$ cat config.mk
export PLATFORM = sky130hd
export DESIGN_NAME = tls_raw_detector
export DESIGN_NICKNAME = d
export VERILOG_FILES = /design/src/rtl/tls_raw_pkg.sv /design/src/rtl/tls_task_bits.sv /design/src/rtl/tls_victim_pick.sv /design/src/rtl/tls_raw_detector.sv
export SDC_FILE = /design/constraint.sdc
export NUM_CORES = 1
export LEC_CHECK = 0
export ABC_CLOCK_PERIOD_IN_PS = 7100
export BUFFER_PORTS_ARGS = -buffer_cell sky130_fd_sc_hd__buf_2
export CELL_PAD_IN_SITES_DETAIL_PLACEMENT = 0
export CELL_PAD_IN_SITES_GLOBAL_PLACEMENT = 1
export CORE_MARGIN = 2
export CORE_UTILIZATION = 40
export CTS_CLUSTER_DIAMETER = 100
export DETAILED_ROUTE_END_ITERATION = 16
export PLACE_DENSITY = 0.67
export SETUP_SLACK_MARGIN = 0.02
export SYNTH_ARGS = -nofsm -noshare
export SYNTH_HDL_FRONTEND = slang
export SYNTH_HIERARCHICAL = 1
export SYNTH_SLANG_ARGS = --single-unit
export TNS_END_PERCENT = 30
$ cat constraint.sdc
create_clock -name clk -period 7.1 [get_ports clk]
set_input_delay 0.355 -clock clk [delete_from_list [all_inputs] [get_ports clk]]
set_output_delay 0.355 -clock clk [all_outputs]
set_load 0.05 [all_outputs]
$ cat src/rtl/tls_raw_pkg.sv
package tls_raw_pkg;

    // Tracking grain of the speculative access bits
    typedef enum logic {
        GRAN_LINE = 1'b0,
        GRAN_WORD = 1'b1
    } gran_e;

endpackage

$ cat src/rtl/tls_task_bits.sv
// Per-task write-seen / exposed-read bit store.
module tls_task_bits #(
    parameter int SLOTS = 32,
    localparam int IW   = (SLOTS > 1) ? $clog2(SLOTS) : 1
) (
    input  logic             clk,
    input  logic             rst_n,
    input  logic             acc_en,
    input  logic             acc_write,
    input  logic [IW-1:0]    idx,
    input  logic             clr,
    output logic [SLOTS-1:0] sw_o,
    output logic [SLOTS-1:0] er_o
);

    typedef struct packed {
        logic [SLOTS-1:0] sw;
        logic [SLOTS-1:0] er;
    } bits_t;

    bits_t st_d, st_q;

    always_comb begin
        st_d = st_q;
        if (acc_en) begin
            if (acc_write) begin
                st_d.sw[idx] = 1'b1;
            end else if (!st_q.sw[idx]) begin
                st_d.er[idx] = 1'b1;
            end
        end
        if (clr) begin
            st_d = '0;
        end
    end

    always_ff @(posedge clk) begin
        if (!rst_n) begin
            st_q <= '0;
        end else begin
            st_q <= st_d;
        end
    end

    assign sw_o = st_q.sw;
    assign er_o = st_q.er;

endmodule

$ cat src/rtl/tls_victim_pick.sv
// Picks the oldest hitting task and builds the clear mask for it and its successors.
module tls_victim_pick #(
    parameter int NUM_TASKS = 4,
    localparam int TW       = (NUM_TASKS > 1) ? $clog2(NUM_TASKS) : 1
) (
    input  logic [NUM_TASKS-1:0]    hit,
    input  logic [NUM_TASKS*TW-1:0] age,
    output logic                    found,
    output logic [TW-1:0]           victim,
    output logic [NUM_TASKS-1:0]    kill_mask
);

    logic [TW-1:0] best_age;

    always_comb begin
        found    = 1'b0;
        victim   = '0;
        best_age = '1;
        for (int t = 0; t < NUM_TASKS; t++) begin
            if (hit[t] && (!found || age[t*TW +: TW] < best_age)) begin
                found    = 1'b1;
                victim   = TW'(t);
                best_age = age[t*TW +: TW];
            end
        end
        for (int t = 0; t < NUM_TASKS; t++) begin
            kill_mask[t] = found && (age[t*TW +: TW] >= best_age);
        end
    end

endmodule

$ cat src/rtl/tls_raw_detector.sv
module tls_raw_detector
    import tls_raw_pkg::*;
#(
    parameter int    NUM_TASKS      = 4,
    parameter int    NUM_LINES      = 8,
    parameter int    WORDS_PER_LINE = 4,
    parameter gran_e GRAN           = GRAN_WORD,
    localparam int   TW    = (NUM_TASKS > 1) ? $clog2(NUM_TASKS) : 1,
    localparam int   LW    = (NUM_LINES > 1) ? $clog2(NUM_LINES) : 1,
    localparam int   WW    = (WORDS_PER_LINE > 1) ? $clog2(WORDS_PER_LINE) : 1
) (
    input  logic          clk,
    input  logic          rst_n,
    input  logic [TW-1:0] oldest_task,
    input  logic          acc_valid,
    input  logic          acc_write,
    input  logic [TW-1:0] acc_task,
    input  logic [LW-1:0] acc_line,
    input  logic [WW-1:0] acc_word,
    input  logic          commit_valid,
    input  logic [TW-1:0] commit_task,
    input  logic          abort_valid,
    input  logic [TW-1:0] abort_task,
    output logic          squash_valid,
    output logic [TW-1:0] squash_id
);

    localparam bit WORD_MODE = (GRAN == GRAN_WORD);
    localparam int SLOTS     = WORD_MODE ? NUM_LINES * (1 << WW) : NUM_LINES;
    localparam int IW        = (SLOTS > 1) ? $clog2(SLOTS) : 1;

    typedef struct packed {
        logic          valid;
        logic [TW-1:0] id;
    } sq_t;

    sq_t sq_d, sq_q;

    logic [IW-1:0]             idx;
    logic [NUM_TASKS*TW-1:0]   age_flat;
    logic [TW-1:0]             wr_age;
    logic [NUM_TASKS-1:0]      hit;
    logic [NUM_TASKS-1:0]      clr;
    logic [NUM_TASKS-1:0]      kill_mask;
    logic                      found;
    logic [TW-1:0]             victim;
    logic [SLOTS-1:0]          sw_bits [NUM_TASKS];
    logic [SLOTS-1:0]          er_bits [NUM_TASKS];

    // Slot index: word grain keeps line and word, line grain folds words together
    generate
        if (WORD_MODE) begin : g_word_idx
            assign idx = IW'({acc_line, acc_word});
        end else begin : g_line_idx
            assign idx = IW'(acc_line);
        end
    endgenerate

    // Bit stores, one per task
    generate
        for (genvar t = 0; t < NUM_TASKS; t++) begin : g_task
            tls_task_bits #(.SLOTS(SLOTS)) u_bits (
                .clk       (clk),
                .rst_n     (rst_n),
                .acc_en    (acc_valid && (acc_task == TW'(t))),
                .acc_write (acc_write),
                .idx       (idx),
                .clr       (clr[t]),
                .sw_o      (sw_bits[t]),
                .er_o      (er_bits[t])
            );
        end
    endgenerate

    // Age and hit evaluation
    always_comb begin
        wr_age = TW'(acc_task - oldest_task);
        for (int t = 0; t < NUM_TASKS; t++) begin
            logic [TW-1:0] a;
            logic          conflict;
            a = TW'(TW'(t) - oldest_task);
            age_flat[t*TW +: TW] = a;
            conflict = er_bits[t][idx] || (!WORD_MODE && sw_bits[t][idx]);
            hit[t] = acc_valid && acc_write && (a > wr_age) && conflict;
        end
    end

    tls_victim_pick #(.NUM_TASKS(NUM_TASKS)) u_pick (
        .hit       (hit),
        .age       (age_flat),
        .found     (found),
        .victim    (victim),
        .kill_mask (kill_mask)
    );

    // Clear requests and squash pulse
    always_comb begin
        for (int t = 0; t < NUM_TASKS; t++) begin
            clr[t] = (commit_valid && (commit_task == TW'(t)))
                  || (abort_valid  && (abort_task  == TW'(t)))
                  || kill_mask[t];
        end
        sq_d.valid = found;
        sq_d.id    = found ? victim : '0;
    end

    always_ff @(posedge clk) begin
        if (!rst_n) begin
            sq_q <= '0;
        end else begin
            sq_q <= sq_d;
        end
    end

    assign squash_valid = sq_q.valid;
    assign squash_id    = sq_q.id;

endmodule

==> impl_results.md, run 1 <==
* Htree depth at 1
* FF+latch count, synth at 259
* RSZ-0062 raised after global routing: no
* P_leak at 4.79 nW
* Die Width at 173 µm
* Final ANT Viol Nets at 0
* Max-Slew Margin vs Limit at 0.297
* Critical path endpoint category: flop
* Number of synthesized flops with an enable pin at 0
* Worst-skew pair later-pin latency at 0.55 ns
* MaxCap Viol Count at 0
* Routed wire per std cell at 19.6 µm
* Hold Crit Depth at 2
* Clock power share at 0.460
* Pre-CTS setup slack at 0.619 ns
* Sw Share at 0.241
* Post-synth ARST share at 0
* Area Growth Syn to Fin at 11.9%
* Setup-failing EPs final at 0
* Clock skew at 0.0180 ns
* Post-route minimum period at 5.96 ns
* Main synth FF type: dfxtp_1
* Vias in the first global route at 8498
* Largest net degree at the start of global routing at 57
* Detailed Route Iter0 Violations at 686
* Synth cell count leaders: dfxtp_1, nor2_1, a21oi_1
* Peak Freq at 168 MHz
* HPWL after DPL at 19000 µm
* Sink Count at 259
* TritonCTS clock tree: yes
* Fin crit share at 0.839
* Worst EP required at 7.59 ns
* Pre-Repair DR Iteration Count at 5
* Initial Util at 0.403
* Area share of the largest cell type after synthesis at 0.452
* First-pass GRT wire length at 47500 µm
* Top-count cell post-synth: dfxtp_1
* Actual slew at the worst max-slew pin at 1.04 ns
* Path type of the worst min-delay path: primary input to flop
* Clock Path Buffers at 3
* Final Wtd Congestion at 0.876
* Worst Path Max Fanout at 56
* Crit path arrival time at 6.45 ns
* TNS Setup at 0 ns
* Core area at 28500 µm²
* Setup Fix Bufs, Post-CTS at 0
* Sw power at 756 µW
* IR drop worst, VDD at 169 µV
* DRC viols at 0
* Post_cts resized at 0
* Reg2reg path depth at 20
* Mapped Cells at 1091
* Synth unique cells at 63
* Yosys top cell by area: dfxtp_1
* P_int at 2.39 mW
* Leading post-synthesis cells by cell area: dfxtp_1, a22o_1, mux4_2
* Top Ports at 22
* Power per cell area at 245 nW/µm²
* Port Buffers at 21
* Final Net Count at 1122
* Fin worst setup slack at 1.14 ns
* Total grt overflow at 0
* Sequential share of the synthesized area at 0.452
* Slew Limit Fails at 0
* Share of cells above drive strength 1 at 0.167
* Status: finished clean
* WS Path Type: primary input to flop
* Reg power frac at 0.464
* Final WL at 29400 µm
* Clk pin slew, worst setup/hold paths at 0.06 ns
* Rows at 62
* Hold_buf cts at 0
* Root buf cell: clkbuf_16
* Gr usage total at 0.194
* Die ar. at 30100 µm²
* Die Height at 173 µm
* Synthesis Warnings at 6
* Synth Net Count at 1116
* Setup crit start kind: primary input
* Post-Syn Area at 11500 µm²
* Combinational share of power at 0.076
* Num CTS Buffers at 29
* Initial antenna violation count at 2
* DR vias/cell at 5.70
* Final Hold Vio Count at 0
* Syn_area_per_cell at 10.5 µm²
* Vias after detailed routing at 8550
[critical path: stages]
cell      delay [ns]
buf_4           0.69
mux2i_1         0.18
a22oi_1         0.22
a21oi_1         0.08
or4_1           0.43
nor3_1          0.63
nor2b_2         0.36
nor4_1          0.08
o21ai_0         0.29
o21ai_0         0.14
a22o_1          0.31
ha_1            0.28
nand2b_1        0.14
maj3_1          0.34
and2_1          0.16
a31oi_1         0.12
o21ai_0         0.15
nand2b_1        0.57
buf_4           0.37
nor3b_2         0.32
a22o_1          0.17
[metal layers]
layer  track usage  share of wire  up-vias
met4        0.0406          0.019        2
li1              -              -     4139
met2         0.323           0.46      160
met5             0        0.00037        -
met3        0.0276          0.039       37
met1         0.270           0.48     4212
[final timing paths]
check,start,endpoint,slack [ns]
worst min register to register,g_task[0].u_bits/er_o[22],g_task[0].u_bits/er_o[22],0.45
worst min-delay path,rst_n,squash_valid,0.23
worst max register to register,g_task[1].u_bits/er_o[27],g_task[1].u_bits/er_o[25],1.45
worst max-delay path,acc_word[1],g_task[1].u_bits/er_o[25],1.14
[registers in the layout, summed over array words and instances, names as in the netlist]
register,cells
g_task.u_bits/er_o,128
squash_valid,1
squash_id,2
g_task.u_bits/sw_o,128
[logic make-up after synthesis]
logic type                 Yosys count  share of synthesized area
AOI/OAI and AO/OA                  325                      0.201
and+or+nand+nor                    316                      0.166
DFF                                259                      0.452
buffers and inverters               90                     0.0380
muxes                               88                      0.130
adders and majority gates            9                    0.00916
xor gates and xnor gates             4                    0.00305
[cells in the final DEF, fill, tap and decap left out, types with 8 or more instances in the layout]
master and n:
nand2_1 9, a21oi_1 136, mux2i_1 42, nor3b_1 31, buf_4 29, buf_2 19
clkbuf_1 8, a21boi_2 16, and3_1 8, a31oi_1 19, a22o_1 101, a32o_1 16
dfxtp_1 259, and3b_1 12, and4bb_2 8, mux4_1 10, nand2b_1 10, nor2b_1 9
nor2_1 155, inv_1 16, and2_1 10, clkbuf_16 29, a22oi_1 8, and4b_1 12
mux4_2 36
[power by group through the flow]
| stage | logic [mW] | registers, mW | clock network [mW] |
|---|---|---|---|
| 4_1_cts | 0.240 | 1.46 | 1.48 |
| 3_3_place_gp | 0.241 | 1.49 | 0 |
| 3_5_place_dp | 0.239 | 1.49 | 0 |
| 5_1_grt | 0.260 | 1.46 | 1.53 |
| 6_report | 0.238 | 1.46 | 1.45 |
| 2_1_floorplan | 0.158 | 1.49 | 0 |
[area by class of cell]
| type | instances | area (µm²) |
|---|---|---|
| Fill cell | 2752 | 15600 |
| Clock inverter | 6 | 62.6 |
| Inverter | 16 | 60.1 |
| Antenna cell | 1 | 2.50 |
| Timing Repair Buffer | 49 | 333 |
| Tap cell | 384 | 480 |
| Sequential cell | 259 | 5180 |
| Multi-Input combinational cell | 742 | 5870 |
| Clock buffer | 44 | 852 |
[metrics by stage]
| step | hold slack, ns | instance area [µm²] | cells | power (mW) | utilization |
|---|---|---|---|---|---|
| 5_1_grt | 0.243 | 12800 | 1500 | 3.25 | 0.451 |
| 2_1_floorplan | 0.428 | 11500 | 1091 | 1.65 | - |
| 6_report | 0.234 | 12800 | 1501 | 3.14 | 0.451 |
| 3_3_place_gp | 0.442 | 11900 | 1450 | 1.73 | 0.419 |
| 4_1_cts | 0.222 | 12800 | 1500 | 3.18 | 0.451 |
| 3_5_place_dp | 0.448 | 11900 | 1450 | 1.73 | 0.419 |
(Power assumes the default switching activity.)
==> run 2: changes to the inputs <==
Settings changed: ABC_CLOCK_PERIOD_IN_PS 7100 to 5100, PLACE_DENSITY 0.67 to 0.7.
Clock period 7.1 ns to 5.1 ns, I/O delays scaled along.
==> impl_results.md, run 2 (synthesis gave the netlist of run 1 again) <==
* Final WL at 29500 µm (was 29400 µm)
* Final Net Count at 1188 (was 1122)
* Total grt overflow at 0 (unchanged)
* Final hold slack at 0.125 ns (was 0.234 ns)
* Worst Path Max Fanout at 8 (was 56)
* Actual slew at the worst max-slew pin at 0.960 ns (was 1.04 ns)
* Final Hold Vio Count at 0 (unchanged)
* Path type of the worst min-delay path: primary input to flop (unchanged)
* Share of cells above drive strength 1 at 0.224 (was 0.167)
* HPWL after DPL at 20100 µm (was 19000 µm)
* Worst path slowest cell: mux4_1 (was buf_4)
* Placed Instances at 1515 (was 1450)
* Largest net degree at the start of global routing at 33 (was 57)
* Vias after detailed routing at 8801 (was 8550)
* Slew Limit Fails at 0 (unchanged)
* Hold_buf cts at 0 (unchanged)
* Critical path endpoint category: flop (unchanged)
* First-pass GRT wire length at 47700 µm (was 47500 µm)
* Sink Count at 259 (unchanged)
* Detailed Route Iter0 Violations at 685 (was 686)
* CP Buf/Inv Count at 2 (unchanged)
* CP top delay family: simple AND/OR/NAND/NOR gates (unchanged)
* CP Cell Sequence: mux4_1 -> mux4_2 -> nor2b_1 -> nor3_2 -> buf_4 -> nand4b_1 -> o211a_1 -> and2_1 -> o21ai_0 -> a22o_1 -> ha_1 -> nand2b_1 -> maj3_1 -> and2_1 -> a311o_1 -> nand2b_2 -> nor3b_1 -> buf_4 -> a22o_1 (was buf_4 -> mux2i_1 -> a22oi_1 -> a21oi_1 -> or4_1 -> nor3_1 -> nor2b_2 -> nor4_1 -> o21ai_0 -> o21ai_0 -> a22o_1 -> ha_1 -> nand2b_1 -> maj3_1 -> and2_1 -> a31oi_1 -> o21ai_0 -> nand2b_1 -> buf_4 -> nor3b_2 -> a22o_1)
* Gr usage total at 0.194 (about the same)
* Clock skew at 0.0275 ns (was 0.0180 ns)
* Commonest non-fill, non-tap cell in the layout: dfxtp_1 (unchanged)
* DRC viols at 0 (unchanged)
* Most used cells in the layout excluding fill and tap cells: dfxtp_1, nor2_1, a21oi_1 (unchanged)
* Clk pin slew, worst setup/hold paths at 0.06 ns (about the same)
* Crit path arrival time at 5.32 ns (was 6.45 ns)
* Top Ports at 22 (unchanged)
* Initial Util at 0.403 (unchanged)
* IR drop worst, VDD at 233 µV (was 169 µV)
* Worst EP required at 5.59 ns (was 7.59 ns)
* Status: finished clean (unchanged)
* Rows at 62 (unchanged)
* Num CTS Buffers at 30 (was 29)
* Routed wire per std cell at 18.7 µm (was 19.6 µm)
* Peak Freq at 207 MHz
* Fin cells at 1571 (was 1501)
* MaxCap Viol Count at 0 (unchanged)
* Initial antenna violation count at 0 (was 2)
* TritonCTS clock tree: yes (unchanged)
* Setup crit start kind: flop (was primary input)
* Power per cell area at 352 nW/µm² (was 245 nW/µm²)
* Area Growth Syn to Fin at 18.7% (was 11.9%)
* WS Path Type: flop to flop (was primary input to flop)
* Core area at 28500 µm² (unchanged)
* Vias in the first global route at 8599 (was 8498)
* CP max stage delay at 0.50 ns (was 0.69 ns)
* Final Wtd Congestion at 0.852 (was 0.876)
* Port Buffers at 21 (unchanged)
* Die Height at 173 µm (unchanged)
* Worst-skew pair later-pin latency at 0.56 ns (was 0.55 ns)
* P_leak at 5.24 nW (was 4.79 nW)
* Htree depth at 1 (unchanged)
* Setup-failing EPs final at 0 (unchanged)
* # fillers at 2687 (was 2752)
* Final ANT Viol Nets at 0 (unchanged)
* Post-Route Utilization at 0.479 (was 0.451)
* Ant. Diodes at 0 (was 1)
* Pre-Repair DR Iteration Count at 5 (unchanged)
* DR vias/cell at 5.60 (was 5.70)
* Die ar. at 30100 µm² (unchanged)
* Fin crit share at 0.947
* Die Width at 173 µm (unchanged)
* Post-route minimum period at 4.83 ns
* Root buf cell: clkbuf_16 (unchanged)
* Clock Path Buffers at 3 (unchanged)
* Max-Slew Margin vs Limit at 0.351 (was 0.297)
run 2: cell count changes in the layout (fill, tap and decap cells not counted), sizes merged:
cell / before / now
buf: 49 / 114
clkbuf: 44 / 40
clkinvlp: 0 / 1
clkinv: 4 / 8
bufinv: 1 / 6
diode: 1 / 0
run 2: worst paths after layout:
path / start / endpoint / slack, ns / depth (start not counted)
max reg2reg: g_task[1].u_bits/er_o[21] / g_task[0].u_bits/er_o[18] / 0.27 / 19
min reg2reg: g_task[2].u_bits/er_o[20] / g_task[2].u_bits/er_o[20] / 0.46 / 2
max: g_task[1].u_bits/er_o[21] / g_task[0].u_bits/er_o[18] / 0.27 / 19
min: rst_n / squash_valid / 0.13 / 2
run 2: power breakdown:
group,switching [mW],internal (mW)
clock,0.881,1.50
combinational,0.239,0.147
sequential,0.00162,2.03
total,1.12,3.67
run 2: stage by stage:
step / power [mW] / TNS (ns) / setup slack, ns / area [µm²]
3_5_place_dp: 2.46 / -21.36 / -0.375 / 12500
6_report: 4.80 / 0 / 0.269 / 13600
5_1_grt: 4.96 / -0.0618 / -0.0227 / 13600
4_1_cts: 4.84 / 0 / 0.184 / 13600
2_1_floorplan: 2.30 / 0 / 0.109 / 11500
3_3_place_gp: 2.46 / -3.19 / -0.138 / 12500
run 2: cell type report:
type / count / area [µm²] / area share
Inverter: 16 / 60.1 / 0.00441
Multi-Input combinational cell: 742 / 5900 / 0.433
Clock buffer: 40 / 868 / 0.0637
Sequential cell: 259 / 5180 / 0.380
Timing Repair Buffer: 114 / 883 / 0.0648
Clock inverter: 16 / 254 / 0.0186
Tap cell: 384 / 480 / 0.0353
run 2: routing by layer:
layer	track usage	wire length [µm]
met5	0	0
met4	0.0477	563
met3	0.0230	925
met2	0.317	13700
met1	0.275	14300
run 2: timing repair:
| item | CTS | global route |
|---|---|---|
| endpoints found under the hold margin | 0 | 0 |
| setup endpoints to repair | 0 | 74 |
| resized for setup | 0 | 4 |
| setup buffers | 0 | 0 |
